**config.mk**
```make
export PLATFORM = sky130hd
export DESIGN_NAME = serial_frame_tx
export DESIGN_NICKNAME = d
export VERILOG_FILES = /design/src/rtl/sftx_pkg.sv /design/src/rtl/sftx_frame_build.sv /design/src/rtl/sftx_tick_seq.sv /design/src/rtl/sftx_line_out.sv /design/src/rtl/serial_frame_tx.sv
export SDC_FILE = /design/constraint.sdc
export NUM_CORES = 1
export LEC_CHECK = 0
export ABC_AREA = 1
export CAP_MARGIN = 40
export CORE_AREA = 2 2 69 71
export CTS_CLUSTER_DIAMETER = 200
export DETAILED_ROUTE_END_ITERATION = 16
export DIE_AREA = 0 0 71 73
export DONT_BUFFER_PORTS = 1
export PLACE_DENSITY_LB_ADDON = 0.25
export SYNTH_ARGS = -nofsm -noshare
export SYNTH_HDL_FRONTEND = slang
export SYNTH_SLANG_ARGS = --single-unit
```
**constraint.sdc**
```tcl
create_clock -name clk -period 2.1 [get_ports clk]
set_input_delay 0.315 -clock clk [delete_from_list [all_inputs] [get_ports clk]]
set_output_delay 0.315 -clock clk [all_outputs]
set_load 0.01 [all_outputs]
```
**src/rtl/sftx_pkg.sv**
```systemverilog
package sftx_pkg;

    localparam int DATA_MAX = 8;
    localparam int FRAME_W  = 1 + DATA_MAX + 1 + 2;

    typedef struct packed {
        logic [1:0] wsel;
        logic       ext_stop;
        logic       par_en;
        logic       par_even;
        logic       par_stick;
    } fmt_t;

    function automatic int unsigned word_len(input logic [1:0] wsel);
        return 5 + int'(wsel);
    endfunction

    function automatic logic parity_bit(input fmt_t f, input logic [DATA_MAX-1:0] d);
        logic x;
        x = 1'b0;
        for (int i = 0; i < DATA_MAX; i++) begin
            if (i < int'(word_len(f.wsel))) x = x ^ d[i];
        end
        if (f.par_stick) return ~f.par_even;
        return f.par_even ? x : ~x;
    endfunction

    function automatic int unsigned full_bits(input fmt_t f);
        int unsigned n;
        n = 1 + word_len(f.wsel) + (f.par_en ? 1 : 0);
        n = n + ((f.ext_stop && f.wsel != 2'd0) ? 2 : 1);
        return n;
    endfunction

    function automatic logic has_half_stop(input fmt_t f);
        return f.ext_stop && (f.wsel == 2'd0);
    endfunction

endpackage

```
**src/rtl/sftx_frame_build.sv**
```systemverilog
module sftx_frame_build
    import sftx_pkg::*;
#(
    parameter int OVS = 16,
    parameter int TW  = 8
) (
    input  fmt_t                      fmt,
    input  logic [DATA_MAX-1:0]       data,
    output logic [FRAME_W-1:0]        frame,
    output logic [TW-1:0]             ticks
);
    int unsigned len;

    always_comb begin
        len   = word_len(fmt.wsel);
        frame = '1;
        frame[0] = 1'b0;
        for (int i = 0; i < DATA_MAX; i++) begin
            if (i < int'(len)) frame[1 + i] = data[i];
        end
        if (fmt.par_en) frame[1 + len] = parity_bit(fmt, data);
        ticks = TW'(full_bits(fmt) * OVS + (has_half_stop(fmt) ? OVS / 2 : 0));
    end

endmodule

```
**src/rtl/sftx_tick_seq.sv**
```systemverilog
module sftx_tick_seq
    import sftx_pkg::*;
#(
    parameter int OVS = 16,
    parameter int TW  = 8
) (
    input  logic               clk,
    input  logic               rst,
    input  logic               tick_en,
    input  logic               load,
    input  logic [FRAME_W-1:0] frame_in,
    input  logic [TW-1:0]      ticks_in,
    output logic               busy,
    output logic               line_bit
);
    localparam int PW = (OVS > 2) ? $clog2(OVS) : 1;
    localparam logic [PW-1:0] LAST_PHASE = PW'(OVS - 1);

    logic [FRAME_W-1:0] shreg;
    logic [PW-1:0]      phase;
    logic [TW-1:0]      left;

    always_ff @(posedge clk) begin
        if (rst) begin
            busy  <= 1'b0;
            shreg <= '1;
            phase <= '0;
            left  <= '0;
        end else if (load) begin
            busy  <= 1'b1;
            shreg <= frame_in;
            phase <= '0;
            left  <= ticks_in;
        end else if (busy && tick_en) begin
            left <= left - TW'(1);
            if (left == TW'(1)) busy <= 1'b0;
            if (phase == LAST_PHASE) begin
                phase <= '0;
                shreg <= {1'b1, shreg[FRAME_W-1:1]};
            end else begin
                phase <= phase + PW'(1);
            end
        end
    end

    assign line_bit = shreg[0];

endmodule

```
**src/rtl/sftx_line_out.sv**
```systemverilog
module sftx_line_out (
    input  logic busy,
    input  logic line_bit,
    input  logic brk,
    output logic ser_out
);
    always_comb begin
        if (brk)       ser_out = 1'b0;
        else if (busy) ser_out = line_bit;
        else           ser_out = 1'b1;
    end
endmodule

```
**src/rtl/serial_frame_tx.sv**
```systemverilog
module serial_frame_tx
    import sftx_pkg::*;
#(
    parameter int OVS = 16
) (
    input  logic       clk,
    input  logic       rst,
    input  logic       tick_en,
    input  logic [7:0] tx_data,
    input  logic       tx_valid,
    output logic       tx_ready,
    input  logic [1:0] lc_word,
    input  logic       lc_stop,
    input  logic       lc_par_en,
    input  logic       lc_par_even,
    input  logic       lc_par_stick,
    input  logic       lc_break,
    output logic       ser_out,
    output logic       idle
);
    localparam int TW = $clog2(OVS * FRAME_W + 1);

    fmt_t               live_fmt;
    logic [FRAME_W-1:0] frame;
    logic [TW-1:0]      ticks;
    logic               busy;
    logic               line_bit;
    logic               load;

    assign live_fmt = '{wsel: lc_word, ext_stop: lc_stop, par_en: lc_par_en,
                        par_even: lc_par_even, par_stick: lc_par_stick};
    assign load     = tx_valid && !busy;
    assign tx_ready = !busy;
    assign idle     = !busy;

    sftx_frame_build #(.OVS(OVS), .TW(TW)) u_build (
        .fmt   (live_fmt),
        .data  (tx_data),
        .frame (frame),
        .ticks (ticks)
    );

    sftx_tick_seq #(.OVS(OVS), .TW(TW)) u_seq (
        .clk      (clk),
        .rst      (rst),
        .tick_en  (tick_en),
        .load     (load),
        .frame_in (frame),
        .ticks_in (ticks),
        .busy     (busy),
        .line_bit (line_bit)
    );

    sftx_line_out u_out (
        .busy     (busy),
        .line_bit (line_bit),
        .brk      (lc_break),
        .ser_out  (ser_out)
    );

endmodule

```
==> key figures <==
Die
  • Die width: between 70 and 80 um
  • Initial Utilization: 38.3%
  • Full die area: just over 5000 um^2
  • Io pins: 22
  • Die height: 73 um
  • Core region area: 4540 um^2
  • Row count: 25

Timing
  • Hold slack: ~0.094 ns
  • Tcrit/Tclk final: 81.5%
  • Final hold vios: 0
  • Slew margin rel.: 74.7%
  • Max Slew Vio Count: 0
  • Tmin final: 1.71 ns
  • Final Skew: 0.00359 ns
  • Worst Tran Pin Value: 0.379 ns
  • Final setup fails: 0
  • Setup TNS: 0 ns
  • Max Fclk: 0.584 GHz
  • Post-layout worst setup margin: a little under 0.4 ns
  • RSZ-0062 raised after global routing: false

Pwr
  • Sw Ratio: 32.7%
  • Pwr dens: 606 nW/um^2
  • Switching Power: about 0.37 mW
  • Internal power: between 0.7 and 0.8 mW
  • Pleak: between 0.8 and 0.9 nW
  • Worst IR Drop VDD: between 0.2 and 0.25 mV
  • Clock Power Share: between 20% and 30%
  • Gate power share: 26.3%
  • Part of the power in registers: 47.4%

Placed design
  • Worst slack at placement: about 0.096 ns
  • HPWL Detailed: just under 3000 um
  • GP Congestion: 0.832
  • Buffers on Ports: 0

Cells and area
  • Proportion of layout cells with a drive suffix above 1: 8.85%
  • Area growth syn-to-layout: 6.27%
  • Commonest cells after routing, fill and taps aside: nand2_1 (58), inv_1 (33), nor2_1 (29)
  • Nets@finish: 295
  • Fill cell count: 480
  • N_diodes: 0
  • Most common cell after layout, fill and taps aside: nand2_1

CTS
  • Number of gates resized after CTS: 0
  • Reg clk slew, reported paths: about 0.090 ns
  • Clock buffer count from CTS: 3
  • CTS tree: done
  • Worst-case clock buffer depth: 2
  • Hold_buf cts: 0
  • Later-pin clock latency in the skew report: 0.27 ns
  • Post-CTS Setup Repair Bufs: 0
  • Sink Count: 25
  • H-tree depth: 1
  • Clk root buf: clkbuf_8

Synthesis
  • Synthesis-stage register bit count: 25
  • Synth Instances: ~260
  • Mapped Area: roughly 1700 um^2
  • Post-synth top area cell: dfxtp_1
  • Synthesized net count: 293
  • Largest cells by area after synthesis: dfxtp_1 (29%), nand2_1 (13%), ha_1 (9.4%), inv_1 (7.1%), a21oi_1 (6.6%)
  • Per-instance average area after synthesis: between 6 and 7 um^2
  • Register area share after synthesis: 28.8%
  • Post-synth top area share: 28.8%
  • YS warnings: 0
  • Netlist cell types: 30

Setup path
  • Worst endpoint required time: approximately 2.3 ns
  • Worst Setup End Kind: flip-flop
  • Worst Reg-to-Reg Cells: 8
  • Startpoint Class: input port
  • Maximum fanout along the worst path: 7
  • Worst reg-to-reg setup slack: 0.44 ns
  • Crit Reg-Reg Startpoint: u_seq.busy$_SDFFE_PP0P_
  • Worst EP arrival: between 1.5 and 2 ns
  • Worst r2r dst: u_seq.left[7]$_SDFFE_PP0P_
  • Crit Path Category: in2reg

Global routing
  • First-pass GRT wire length: between 6000 and 7000 um
  • Aggregate global-route resource usage: between 10% and 20%
  • Total grt overflow: 0
  • Number of global-route vias before repair: 1,507
  • Initial antenna violation count: 0
  • Largest net degree at the start of global routing: 16

Run
  • Max_cap viols: 0

Detailed routing
  • Antenna-violating nets left: 0
  • Pre-Repair DR Iteration Count: 4
  • Drt via density: 4.97
  • Final WL: about 3600 um
  • Wire length per cell: between 10 and 15 um
  • Drt initial violations: between 100 and 150
  • # DRC: 0
  • Via count: between 1.5k and 2k

Outcome
  • Status: finished, final reports clean

Hold path
  • Min-delay src: rst
  • Hold Crit Depth: 1
  • Min-Delay Endpoint: u_seq.left[5]$_SDFFE_PP0P_
  • Hold Path Class: in2reg
[cells in the mapped netlist]
library cell  number
inv_2              3
nand3b_1           1
xor2_1             2
nand2_2            7
o21ai_0           12
nand3_2            2
o21ai_1            2
nor3_1             2
ha_1              13
a41oi_1            3
a21oi_1           23
o211ai_1           1
o22a_1             1
dfxtp_1           25
nand2_4            2
a21boi_0           1
xnor2_1            3
clkbuf_1           2
nor2_1            29
nor3b_1            1
nand4_1            3
buf_4              1
nor2_4             1
buf_2              4
inv_1             33
fa_1               2
nand3_1           17
o22ai_1            2
a31oi_1            3
nand2_1           58
[stage by stage]
stage | utilization (%) | total power [mW] | cell area, um^2 | std cells
final | 40.7 | 1.12 | 1850 | 314
after global routing | 40.7 | 1.19 | 1850 | 314
after CTS | 40.7 | 1.13 | 1850 | 314
after detailed placement | 39.7 | 0.838 | 1800 | 310
after global placement | 39.7 | 0.833 | 1800 | 310
after floorplan | - | 0.780 | 1740 | 259
[state kept, by name, indices dropped and copies added, names as in the netlist]
name and count:
u_seq.shreg 12, u_seq.left 8, u_seq.phase 4, u_seq.busy 1
[cell families (layout without fill, tap and decap cells)]
group	Yosys count	in the layout	share of synthesized area (%)
compound gates	48	48	15.3
xor+xnor	5	5	2.52
fa+ha+maj	15	15	11.7
buf+inv	43	44	9.80
flops	25	25	28.8
simple gates	123	123	31.8
[worst max path at each step]
| stage | cells after the start | slack [ns] | start | to |
|---|---|---|---|---|
| after floorplan | 10 | 0.17 | lc_word[0] | u_seq.left[5]$_SDFFE_PP0P_ |
| after global placement | 10 | 0.13 | lc_word[0] | u_seq.left[5]$_SDFFE_PP0P_ |
| after detailed placement | 10 | 0.1 | lc_word[0] | u_seq.left[5]$_SDFFE_PP0P_ |
| after CTS | 10 | 0.37 | lc_word[0] | u_seq.left[5]$_SDFFE_PP0P_ |
| after global routing | 7 | 0.18 | u_seq.busy$_SDFFE_PP0P_ | u_seq.shreg[11]$_SDFFE_PP1P_ |
| final | 10 | 0.39 | lc_word[0] | u_seq.left[5]$_SDFFE_PP0P_ |
[area by class of cell]
class                   count  area, um^2  area share (%)
multi-input cells         191        1070            57.8
inverters                  36         135            7.32
flip-flops and latches     25         500            27.1
repair buffers              4        30.0            1.63
clock inverters             1        5.00           0.271
clock buffers               3        41.3            2.24
well taps                  54        67.6            3.66
[worst max-delay path: stages]
cell and delay, ns:
inv_1 0.06, ha_1 0.24, inv_2 0.09, nand2_1 0.08, fa_1 0.39, inv_1 0.08, fa_1 0.41, nand2_1 0.08
nand3_1 0.07, a21oi_1 0.11
[metal layers]
metal / up-vias / global-route usage [%] / share of wire (%)
li1: 837 / - / -
met1: 695 / 20.3 / 51
met2: 25 / 25.5 / 43
met3: 5 / 2.62 / 4.2
met4: 0 / 6.92 / 1.8
met5: - / 0 / 0
[power groups by stage]
| stage | logic (mW) | registers, mW | clock network, mW |
|---|---|---|---|
| 6_report | 0.294 | 0.530 | 0.294 |
| 5_1_grt | 0.339 | 0.535 | 0.313 |
| 4_1_cts | 0.298 | 0.530 | 0.298 |
| 3_5_place_dp | 0.297 | 0.541 | 0 |
| 3_3_place_gp | 0.293 | 0.541 | 0 |
| 2_1_floorplan | 0.245 | 0.535 | 0 |
Note: power is estimated with default switching activity, not from simulation.
